$ cat src/rtl/irt_pkg.sv
`timescale 1ns/1ps
package irt_pkg;
  localparam logic [7:0] IDX_ADDR = 8'h00;
  localparam logic [7:0] DATA_ADDR = 8'h10;
  localparam logic [7:0] ID_REG = 8'h01;
  localparam logic [7:0] TBL_BASE = 8'h10;
  localparam logic [7:0] ID_VALUE = 8'h20;

  // strobes from control to datapath
  typedef struct packed {
    logic        loWr;
    logic        hiWr;
    logic [7:0]  wrLine;
    logic [31:0] wrData;
    logic        accept;
    logic [7:0]  acceptLine;
  } irt_strobe_t;
endpackage

$ cat src/rtl/irt_dpath.sv
`timescale 1ns/1ps
module irt_dpath
  import irt_pkg::*;
#(
  parameter int NUM_LINES = 24,
  parameter int LW = $clog2(NUM_LINES)
) (
  input  logic                 clk,
  input  logic                 rstN,
  input  irt_strobe_t          stb,
  input  logic [NUM_LINES-1:0] irqIn,
  input  logic                 eoiValid,
  input  logic [7:0]           eoiVector,
  input  logic [LW-1:0]        rdLine,
  output logic [31:0]          rdLo,
  output logic [31:0]          rdHi,
  input  logic [LW-1:0]        winLine,
  output logic [7:0]           winVector,
  output logic [2:0]           winDelMode,
  output logic                 winDestMode,
  output logic [7:0]           winDest,
  output logic [NUM_LINES-1:0] eligible
);
  logic [7:0] vecQ  [NUM_LINES];
  logic [2:0] dmQ   [NUM_LINES];
  logic [7:0] destQ [NUM_LINES];
  logic [NUM_LINES-1:0] dstModeQ, polQ, trigQ, maskQ, rirrQ, pendQ, prevQ;
  logic [NUM_LINES-1:0] active;

  assign active = irqIn ^ polQ;

  always_comb begin
    for (int i = 0; i < NUM_LINES; i++)
      eligible[i] = !maskQ[i] && (trigQ[i] ? (active[i] && !rirrQ[i]) : pendQ[i]);
  end

  always_ff @(posedge clk) begin
    if (!rstN) begin
      for (int i = 0; i < NUM_LINES; i++) begin
        vecQ[i]  <= '0;
        dmQ[i]   <= '0;
        destQ[i] <= '0;
      end
      dstModeQ <= '0; polQ <= '0; trigQ <= '0; maskQ <= '1;
      rirrQ <= '0; pendQ <= '0; prevQ <= '0;
    end else begin
      prevQ <= active;
      for (int i = 0; i < NUM_LINES; i++) begin
        logic acc, eoiHit;
        acc    = stb.accept && (stb.acceptLine[LW-1:0] == LW'(i));
        eoiHit = eoiValid && (eoiVector == vecQ[i]);
        // edge capture
        if (trigQ[i] || (acc && !trigQ[i]))
          pendQ[i] <= 1'b0;
        else if (!maskQ[i] && active[i] && !prevQ[i])
          pendQ[i] <= 1'b1;
        // remote-pending: acceptance wins over a same-cycle EOI
        if (!trigQ[i])
          rirrQ[i] <= 1'b0;
        else if (acc)
          rirrQ[i] <= 1'b1;
        else if (eoiHit)
          rirrQ[i] <= 1'b0;
        // software writes
        if (stb.loWr && stb.wrLine[LW-1:0] == LW'(i)) begin
          vecQ[i]     <= stb.wrData[7:0];
          dmQ[i]      <= stb.wrData[10:8];
          dstModeQ[i] <= stb.wrData[11];
          polQ[i]     <= stb.wrData[13];
          trigQ[i]    <= stb.wrData[15];
          maskQ[i]    <= stb.wrData[16];
        end
        if (stb.hiWr && stb.wrLine[LW-1:0] == LW'(i))
          destQ[i] <= stb.wrData[31:24];
      end
    end
  end

  assign rdLo = {15'b0, maskQ[rdLine], trigQ[rdLine], rirrQ[rdLine], polQ[rdLine],
                 eligible[rdLine], dstModeQ[rdLine], dmQ[rdLine], vecQ[rdLine]};
  assign rdHi = {destQ[rdLine], 24'b0};

  assign winVector   = vecQ[winLine];
  assign winDelMode  = dmQ[winLine];
  assign winDestMode = dstModeQ[winLine];
  assign winDest     = destQ[winLine];

  for (genvar g = 0; g < NUM_LINES; g++) begin : gChk
    assert_rirr_set_R7: assert property (@(posedge clk) disable iff (!rstN)
      $rose(rirrQ[g]) |-> $past(stb.accept && stb.acceptLine[LW-1:0] == LW'(g)));
    assert_rirr_clear_R7: assert property (@(posedge clk) disable iff (!rstN)
      $fell(rirrQ[g]) |-> $past((eoiValid && eoiVector == vecQ[g]) || !trigQ[g]));
  end
endmodule

$ cat src/rtl/irt_ctrl.sv
`timescale 1ns/1ps
module irt_ctrl
  import irt_pkg::*;
#(
  parameter int NUM_LINES = 24,
  parameter int LW = $clog2(NUM_LINES)
) (
  input  logic                 clk,
  input  logic                 rstN,
  input  logic [7:0]           busAddr,
  input  logic                 busWrEn,
  input  logic [31:0]          busWrData,
  output logic [31:0]          busRdData,
  output irt_strobe_t          stb,
  output logic [LW-1:0]        rdLine,
  input  logic [31:0]          rdLo,
  input  logic [31:0]          rdHi,
  output logic [LW-1:0]        winLine,
  input  logic [7:0]           winVector,
  input  logic [2:0]           winDelMode,
  input  logic                 winDestMode,
  input  logic [7:0]           winDest,
  input  logic [NUM_LINES-1:0] eligible,
  output logic                 reqValid,
  input  logic                 reqReady,
  output logic [7:0]           reqVector,
  output logic [2:0]           reqDelMode,
  output logic                 reqDestMode,
  output logic [7:0]           reqDest
);
  localparam logic [8:0] TBL_END = 9'(int'(TBL_BASE) + 2 * NUM_LINES);
  typedef enum logic {ST_IDLE, ST_SEND} state_t;

  state_t stateQ;
  logic [7:0] idxQ, tblOff;
  logic [LW-1:0] curLineQ;
  logic inTable, anyElig;

  assign tblOff  = idxQ - TBL_BASE;
  assign inTable = (idxQ >= TBL_BASE) && ({1'b0, idxQ} < TBL_END);
  assign rdLine  = tblOff[LW:1];

  always_comb begin
    busRdData = '0;
    if (busAddr == IDX_ADDR)
      busRdData = {24'b0, idxQ};
    else if (busAddr == DATA_ADDR) begin
      if (idxQ == ID_REG)
        busRdData = {8'b0, 8'(NUM_LINES - 1), 8'b0, ID_VALUE};
      else if (inTable)
        busRdData = tblOff[0] ? rdHi : rdLo;
    end
  end

  always_comb begin
    winLine = '0;
    for (int i = NUM_LINES - 1; i >= 0; i--)
      if (eligible[i]) winLine = LW'(i);
  end
  assign anyElig = |eligible;

  always_comb begin
    stb            = '0;
    stb.wrData     = busWrData;
    stb.wrLine     = 8'(rdLine);
    stb.loWr       = busWrEn && busAddr == DATA_ADDR && inTable && !tblOff[0];
    stb.hiWr       = busWrEn && busAddr == DATA_ADDR && inTable && tblOff[0];
    stb.accept     = (stateQ == ST_SEND) && reqReady;
    stb.acceptLine = 8'(curLineQ);
  end

  assign reqValid = (stateQ == ST_SEND);

  always_ff @(posedge clk) begin
    if (!rstN) begin
      idxQ <= '0;
      stateQ <= ST_IDLE;
      curLineQ <= '0;
      reqVector <= '0; reqDelMode <= '0; reqDestMode <= 1'b0; reqDest <= '0;
    end else begin
      if (busWrEn && busAddr == IDX_ADDR) idxQ <= busWrData[7:0];
      case (stateQ)
        ST_IDLE: if (anyElig) begin
          stateQ      <= ST_SEND;
          curLineQ    <= winLine;
          reqVector   <= winVector;
          reqDelMode  <= winDelMode;
          reqDestMode <= winDestMode;
          reqDest     <= winDest;
        end
        default: if (reqReady) stateQ <= ST_IDLE;
      endcase
    end
  end

  assert_req_hold_R8: assert property (@(posedge clk) disable iff (!rstN)
    reqValid && !reqReady |=> reqValid && $stable({reqVector, reqDelMode, reqDestMode, reqDest}));
  assert_one_per_accept_R6: assert property (@(posedge clk) disable iff (!rstN)
    reqValid && reqReady |=> !reqValid);
endmodule

$ cat src/rtl/irt_router.sv
`timescale 1ns/1ps
module irt_router
  import irt_pkg::*;
#(
  parameter int NUM_LINES = 24
) (
  input  logic                 clk,
  input  logic                 rstN,
  input  logic [7:0]           busAddr,
  input  logic                 busWrEn,
  input  logic [31:0]          busWrData,
  output logic [31:0]          busRdData,
  input  logic [NUM_LINES-1:0] irqIn,
  input  logic                 eoiValid,
  input  logic [7:0]           eoiVector,
  output logic                 reqValid,
  input  logic                 reqReady,
  output logic [7:0]           reqVector,
  output logic [2:0]           reqDelMode,
  output logic                 reqDestMode,
  output logic [7:0]           reqDest
);
  localparam int LW = $clog2(NUM_LINES);

  irt_strobe_t stb;
  logic [LW-1:0] rdLine, winLine;
  logic [31:0] rdLo, rdHi;
  logic [7:0] winVector, winDest;
  logic [2:0] winDelMode;
  logic winDestMode;
  logic [NUM_LINES-1:0] eligible;

  irt_ctrl #(.NUM_LINES(NUM_LINES), .LW(LW)) ctrl_i (
    .clk(clk), .rstN(rstN), .busAddr(busAddr), .busWrEn(busWrEn),
    .busWrData(busWrData), .busRdData(busRdData), .stb(stb), .rdLine(rdLine),
    .rdLo(rdLo), .rdHi(rdHi), .winLine(winLine), .winVector(winVector),
    .winDelMode(winDelMode), .winDestMode(winDestMode), .winDest(winDest),
    .eligible(eligible), .reqValid(reqValid), .reqReady(reqReady),
    .reqVector(reqVector), .reqDelMode(reqDelMode), .reqDestMode(reqDestMode),
    .reqDest(reqDest));

  irt_dpath #(.NUM_LINES(NUM_LINES), .LW(LW)) dpath_i (
    .clk(clk), .rstN(rstN), .stb(stb), .irqIn(irqIn), .eoiValid(eoiValid),
    .eoiVector(eoiVector), .rdLine(rdLine), .rdLo(rdLo), .rdHi(rdHi),
    .winLine(winLine), .winVector(winVector), .winDelMode(winDelMode),
    .winDestMode(winDestMode), .winDest(winDest), .eligible(eligible));
endmodule

$ cat config.mk
export PLATFORM = sky130hd
export DESIGN_NAME = irt_router
export DESIGN_NICKNAME = d
export VERILOG_FILES = /design/src/rtl/irt_pkg.sv /design/src/rtl/irt_dpath.sv /design/src/rtl/irt_ctrl.sv /design/src/rtl/irt_router.sv
export SDC_FILE = /design/constraint.sdc
export NUM_CORES = 2
export LEC_CHECK = 0
export BUFFER_PORTS_ARGS = -buffer_cell sky130_fd_sc_hd__clkbuf_2
export CAP_MARGIN = 0
export CORE_UTILIZATION = 30
export DETAILED_ROUTE_END_ITERATION = 6
export PLACE_DENSITY = 0.49
export SLEW_MARGIN = 20
export SYNTH_ARGS = -nofsm -noshare
export SYNTH_HDL_FRONTEND = slang
export SYNTH_SLANG_ARGS = --single-unit
$ cat constraint.sdc
create_clock -name clk -period 6.55 [get_ports clk]
set_input_delay 1.31 -clock clk [delete_from_list [all_inputs] [get_ports clk]]
set_output_delay 1.31 -clock clk [all_outputs]
set_load 0.01 [all_outputs]
* Word level (Yosys, flattened, before mapping)
Memory sizes are Yosys's and may differ from the RTL's. A register that Yosys moved wholly into a read port is not among the register bits.
Index checks and enable logic that the tools add are counted.
** Storage, ports and cells
- Flip-flop bits (word level) :: 183
- Bits in writable memories :: 456
- Bits of input ports :: 77
- Output and inout bits :: 53
- Word-level logic and storage cells :: 1063
- Memories :: 3
** Operators by class
- Add/sub/neg operators :: 1
- Magnitude comparators :: 4
- Equality and inequality tests :: 72
- Muxes and demuxes :: 335
- Bitwise logic cells :: 75
- Reduce and logical (&&, ||, !) cells :: 424
** Memory list
- dpath_i.destQ :: depth 24, width 8, rd ports 2, clocked after memory_dff 1, write ports 24, RTL line irt_dpath.sv:26 : logic [7:0] destQ [NUM_LINES];
- dpath_i.vecQ :: depth 24, width 8, rd ports 26, clocked after memory_dff 1, write ports 24, RTL line irt_dpath.sv:24 : logic [7:0] vecQ [NUM_LINES];
- dpath_i.dmQ :: depth 24, width 3, rd ports 2, clocked after memory_dff 1, write ports 24, RTL line irt_dpath.sv:25 : logic [2:0] dmQ [NUM_LINES];
** Operator list (number)
- 8-bit 2-to-1 mux :: 48
- 1-bit 2-to-1 mux :: 227
- 1-bit logical AND :: 223
- 8-bit equality test :: 24
- 32-bit 2-to-1 mux :: 5
- 5-bit 2-to-1 mux :: 24
- 1-bit logical NOT :: 100
- 5-bit by 4-bit equality test with 1-bit output, second input constant :: 16
- 5-bit equality test, second input constant :: 16
- 3-bit 2-to-1 mux :: 24
- 1-bit bitwise OR :: 72
- 2-bit AND reduction :: 25
- 2-bit nonzero test :: 24
- 2-bit OR reduction :: 24
- 5-bit by 3-bit equality test with 1-bit output, second input constant :: 8
- 1-bit binary-select mux with 5-bit select :: 7
- 1-bit logical OR :: 24
- 24-bit OR reduction :: 1
- 24-bit bitwise XOR :: 1
- 5-bit by 2-bit equality test with 1-bit output, second input constant :: 4
- 5-bit by 6-bit less-than comparator with 1-bit output, second input constant :: 2
- 5-bit by 1-bit equality test with 1-bit output, second input constant :: 2
- 5-bit logical NOT :: 2
- 8-bit by 1-bit equality test with 1-bit output, second input constant :: 1
- 6 further kinds :: 7

* Depth between registers and ports, before layout
- Word-level depth :: 30
- Mapped depth :: 13
- Mapped depth without buffers :: 9

* By module
A second synthesis with hierarchy kept.
** Unflattened totals
- Cell total of the unflattened synthesis :: 3060
- Area total of the unflattened synthesis :: 36236.0 um2
** Modules (own cells, without submodules)
- irt_dpath :: instances 1, cells an instance 2702, area an instance 33642.3 um2, seq. area each 17056.4 um2
- irt_ctrl :: instances 1, cells an instance 358, area an instance 2593.7 um2, seq. area each 680.7 um2

* Least setup slack after synthesis
Ideal clock, no wire load.
- Kind :: input to output
- Start :: in busAddr[2]
- End :: out busRdData[24]
- Arrival :: 3.062 ns
- Data required time :: 5.240 ns
- Path slack :: 2.178 ns
- Stages on the path :: 7
- Path buffers :: 1
- Cells stage by stage :: or4_1 > nor4_1 > and3_1 > nand2_1 > or2_2 > buf_1 > nor2_1
** Between the ends
- Cells in the longest elaborated chain, start to end :: 3
- Elaborated cells between the ends (all ways) :: 4
- Classes of those cells :: 1 x eq/ne; 2 x mux; 1 x reduce/logical
** Ends and longest elaborated chain
- start: declaration :: RTL line irt_router.sv:9 : input logic [7:0] busAddr,
- 8-bit by 5-bit equality test with 1-bit output :: RTL line irt_ctrl.sv:47 : else if (busAddr == DATA_ADDR) begin
- 32-bit 2-to-1 mux :: RTL line irt_ctrl.sv:47
- 32-bit 2-to-1 mux * :: RTL line irt_ctrl.sv:45 : if (busAddr == IDX_ADDR)
- end: declaration :: RTL line irt_router.sv:12 : output logic [31:0] busRdData,
Mark *: on every way between the ends. The rest lies on a longest branch, timed or not.

* Worst setup path after layout
- Start :: in busAddr[2]
- End :: out busRdData[1]
Same word-level chain as after synthesis.

==> results.sh <==
export IMPL_synth_cell_type_count=75
export IMPL_tightest_slew_ns=1.15
export IMPL_worstSetupPathType="input port to output pin"
export IMPL_clock_fmax_mhz=180
export IMPL_numPortBuffers=116
export IMPL_seq_area_frac_synth_pct=50.5
export IMPL_fin_tns_setup_ns=0
export IMPL_ant_nets=0
export IMPL_first_iter_violations=2835
export IMPL_final_cells=4818
export IMPL_antenna_found_initial=5
export IMPL_io_pins=130
export IMPL_setup_viol_count_final=0
export IMPL_postCtsHoldBufs=0
export IMPL_register_area_mm2=0.0177
export IMPL_timing_final_crit_share_pct=85.0
export IMPL_end_kind="output pin"
export IMPL_worst_path_max_delay_cell="o21ai_0"
export IMPL_post_cts_buffers=0
export IMPL_clock_skew_ns=0.0260
export IMPL_crit_family="simple AND/OR/NAND/NOR gates"
export IMPL_grt_usage_pct=21.0
export IMPL_path_cells="clkbuf_2, or4_1, nor4_1, and3_1, nand2_1, o21ai_0, clkbuf_2"
export IMPL_root_buffer="clkbuf_16"
export IMPL_clkLatencyLatePin_ns=0.65
export IMPL_grt_first_pass_wirelength_um=182000
export IMPL_syn_avg_cell_area_um2=11.0
export IMPL_vias=26600
export IMPL_drtPass1Iterations=6
export IMPL_p_leak_nw=14.3
export IMPL_vdd_drop_max_v=0.000158
export IMPL_yosys_warnings=0
export IMPL_num_rows=125
export IMPL_crit_fanout=12
export IMPL_fill_cells=11600
export IMPL_path_buf_inv=2
export IMPL_outcome="completed"
export IMPL_arrival_ns=4.26
export IMPL_numCtsBuffers=74
export IMPL_gp_congestion=0.884
export IMPL_rsz0062_at_grt="no"
export IMPL_clock_sinks=658
export IMPL_dp_cells=4680
export IMPL_ys_seq_elements=658
export IMPL_maxCapViolCount=0
export IMPL_syn_to_final_growth_pct=12.9
export IMPL_chipWidth_um=344
export IMPL_die_area_mm2=0.118
export IMPL_wl_per_cell_um=26.2
export IMPL_core_area_mm2=0.116
export IMPL_clock_path_buffers=3
export IMPL_grt_pass1_vias=25800
export IMPL_synth_cells=3200
export IMPL_overflow=0
export IMPL_multiInputGateArea_mm2=0.0162
export IMPL_async_flop_share_pct=0
export IMPL_cpMostUsedCell="clkbuf_2"
export IMPL_power_density_mw_per_mm2=232
export IMPL_wl_um=126000
export IMPL_via_per_inst=5.52
export IMPL_max_slew_margin_pct=23.1
export IMPL_grt_max_degree=99
export IMPL_min_path_type="register to register"
export IMPL_min_period_ns=5.57
export IMPL_layout_nets=3311
export IMPL_drv_slew=0
export IMPL_htree_levels=3
export IMPL_cts_resized=0
export IMPL_crit_path_start_kind="input port"
export IMPL_critPathRequiredTime_ns=5.24
export IMPL_clkSlewWorstSetupHoldPaths_ns=0.06
export IMPL_critPathMaxStageDelay_ns=0.79
export IMPL_start_util_pct=30.2
export IMPL_synth_area_mm2=0.0351
export IMPL_die_height_um=344
export IMPL_synth_edf_count=456
export IMPL_synth_ff_type="edfxtp_1"
export IMPL_drcViolationCount=0
export IMPL_cts_tree="yes"
export IMPL_dpl_hpwl_um=91000
export IMPL_layout_drive_gt1_share_pct=17.3
export IMPL_hold_violations=0
[final cells by class]
cell class                      instances  area share (%)
Antenna cell                            3          0.0189
Clock buffer                          100            5.09
Clock inverter                         35           0.640
Inverter                               26           0.252
Multi-Input combinational cell       2259            40.9
Sequential cell                       658            44.7
Tap cell                             1524            4.81
Timing Repair Buffer                  213            3.53
[cells in the mapped netlist (3+ instances only)]
master | count | area, um^2
a22oi_1 | 22 | 165
a21oi_1 | 95 | 475
a311o_1 | 17 | 170
mux4_2 | 174 | 3920
inv_1 | 25 | 93.8
nand3_1 | 111 | 556
a31oi_1 | 73 | 457
nand2b_1 | 5 | 31.3
nor4_1 | 39 | 244
o21ai_0 | 67 | 335
o41ai_1 | 17 | 149
clkbuf_1 | 170 | 638
edfxtp_1 | 456 | 13700
a211o_1 | 5 | 43.8
or3_1 | 3 | 18.8
nand2_1 | 378 | 1420
and2_1 | 51 | 319
nor2b_1 | 7 | 43.8
buf_1 | 31 | 116
a221oi_1 | 17 | 149
a31o_2 | 6 | 52.6
xnor2_1 | 25 | 219
a21o_1 | 4 | 30.0
nor3_1 | 11 | 55.1
dfxtp_1 | 202 | 4040
a211oi_1 | 24 | 180
xor2_1 | 191 | 1670
buf_4 | 9 | 67.6
nand4_1 | 34 | 213
nor3b_1 | 37 | 278
a221o_1 | 43 | 430
and3_1 | 22 | 138
and2_0 | 3 | 18.8
nor2_1 | 539 | 2020
a32oi_1 | 21 | 184
buf_2 | 41 | 205
o211ai_1 | 5 | 37.5
buf_6 | 9 | 101
mux2i_1 | 121 | 1210
mux2_2 | 40 | 450
a2111oi_0 | 9 | 78.8
[worst min-delay path, stage by stage (launching register included)]
cell     delay [ns]
dfxtp_1        0.31
nand2_1        0.06
a21oi_1        0.05
[final timing paths]
path	start	end	slack [ns]	cells after the start
max	busAddr[2]	busRdData[1]	0.98	7
min	dpath_i.dstModeQ[22]$_SDFFE_PN0P_	dpath_i.dstModeQ[22]$_SDFFE_PN0P_	0.47	2
max reg2reg	dpath_i.polQ[13]$_SDFFE_PN0P_	ctrl_i.reqVector[5]$_SDFFE_PN0P_	2.26	10
min reg2reg	dpath_i.dstModeQ[22]$_SDFFE_PN0P_	dpath_i.dstModeQ[22]$_SDFFE_PN0P_	0.47	2
[stage by stage]
stage	power [mW]	setup slack [ns]	utilization (%)	hold slack, ns	area (um^2)
floorplan	5.05	2.18	-	0.438	35100
global placement	5.25	1.02	32.2	0.450	37400
detailed placement	5.26	0.972	32.2	0.461	37400
CTS	9.25	0.953	34.1	0.468	39700
global route	9.46	0.899	34.1	0.489	39700
finish	9.20	0.982	34.1	0.467	39700
[metal layers]
| layer | GRT usage [%] | vias up | part of all wire, % |
|---|---|---|---|
| li1 | - | 11900 | - |
| met1 | 28.2 | 13500 | 43 |
| met2 | 34.2 | 1043 | 47 |
| met3 | 4.18 | 167 | 7.8 |
| met4 | 6.15 | 6 | 2.8 |
| met5 | 0 | - | 0.031 |
[cell families after synthesis]
logic type / synth area share [%]
mux: 15.9
fa+ha+maj: 0.0712
xor+xnor: 5.38
simple gates: 15.6
compound gates: 9.12
flops: 50.5
other cells: 0.0107
buf+inv: 3.49
[layout by cell type (no fill, tap or decap), types with 20 or more instances in the layout]
cell,count
mux4_2,174
clkbuf_16,75
o21ai_0,66
inv_1,24
buf_4,90
edfxtp_1,456
nand2_1,378
nor3b_1,37
mux2_2,40
a22oi_1,22
nor4_1,39
nor2_1,536
xnor2_1,25
a211oi_1,22
nand3_1,111
and2_1,50
nand4_1,34
clkbuf_1,20
a21oi_1,95
xor2_1,191
dfxtp_1,199
clkbuf_2,115
a32oi_1,21
a31oi_1,73
and3_1,22
mux2i_1,121
a221o_1,43
[sequential cells by signal, indices dropped and copies added, names as in the netlist, 24 cells and up]
name	count
dpath_i.maskQ	24
dpath_i.prevQ	24
dpath_i.pendQ	24
dpath_i.dmQ	72
dpath_i.trigQ	24
dpath_i.destQ	192
dpath_i.rirrQ	24
dpath_i.polQ	24
dpath_i.vecQ	192
dpath_i.dstModeQ	24
[power by group]
part	internal, mW	switching, mW	total (mW)
logic	0.157	0.327	0.484
registers	4.59	0.101	4.69
clock network	2.25	1.77	4.03
total	7.00	2.20	9.20
Note: power is estimated with default switching activity, not from simulation.
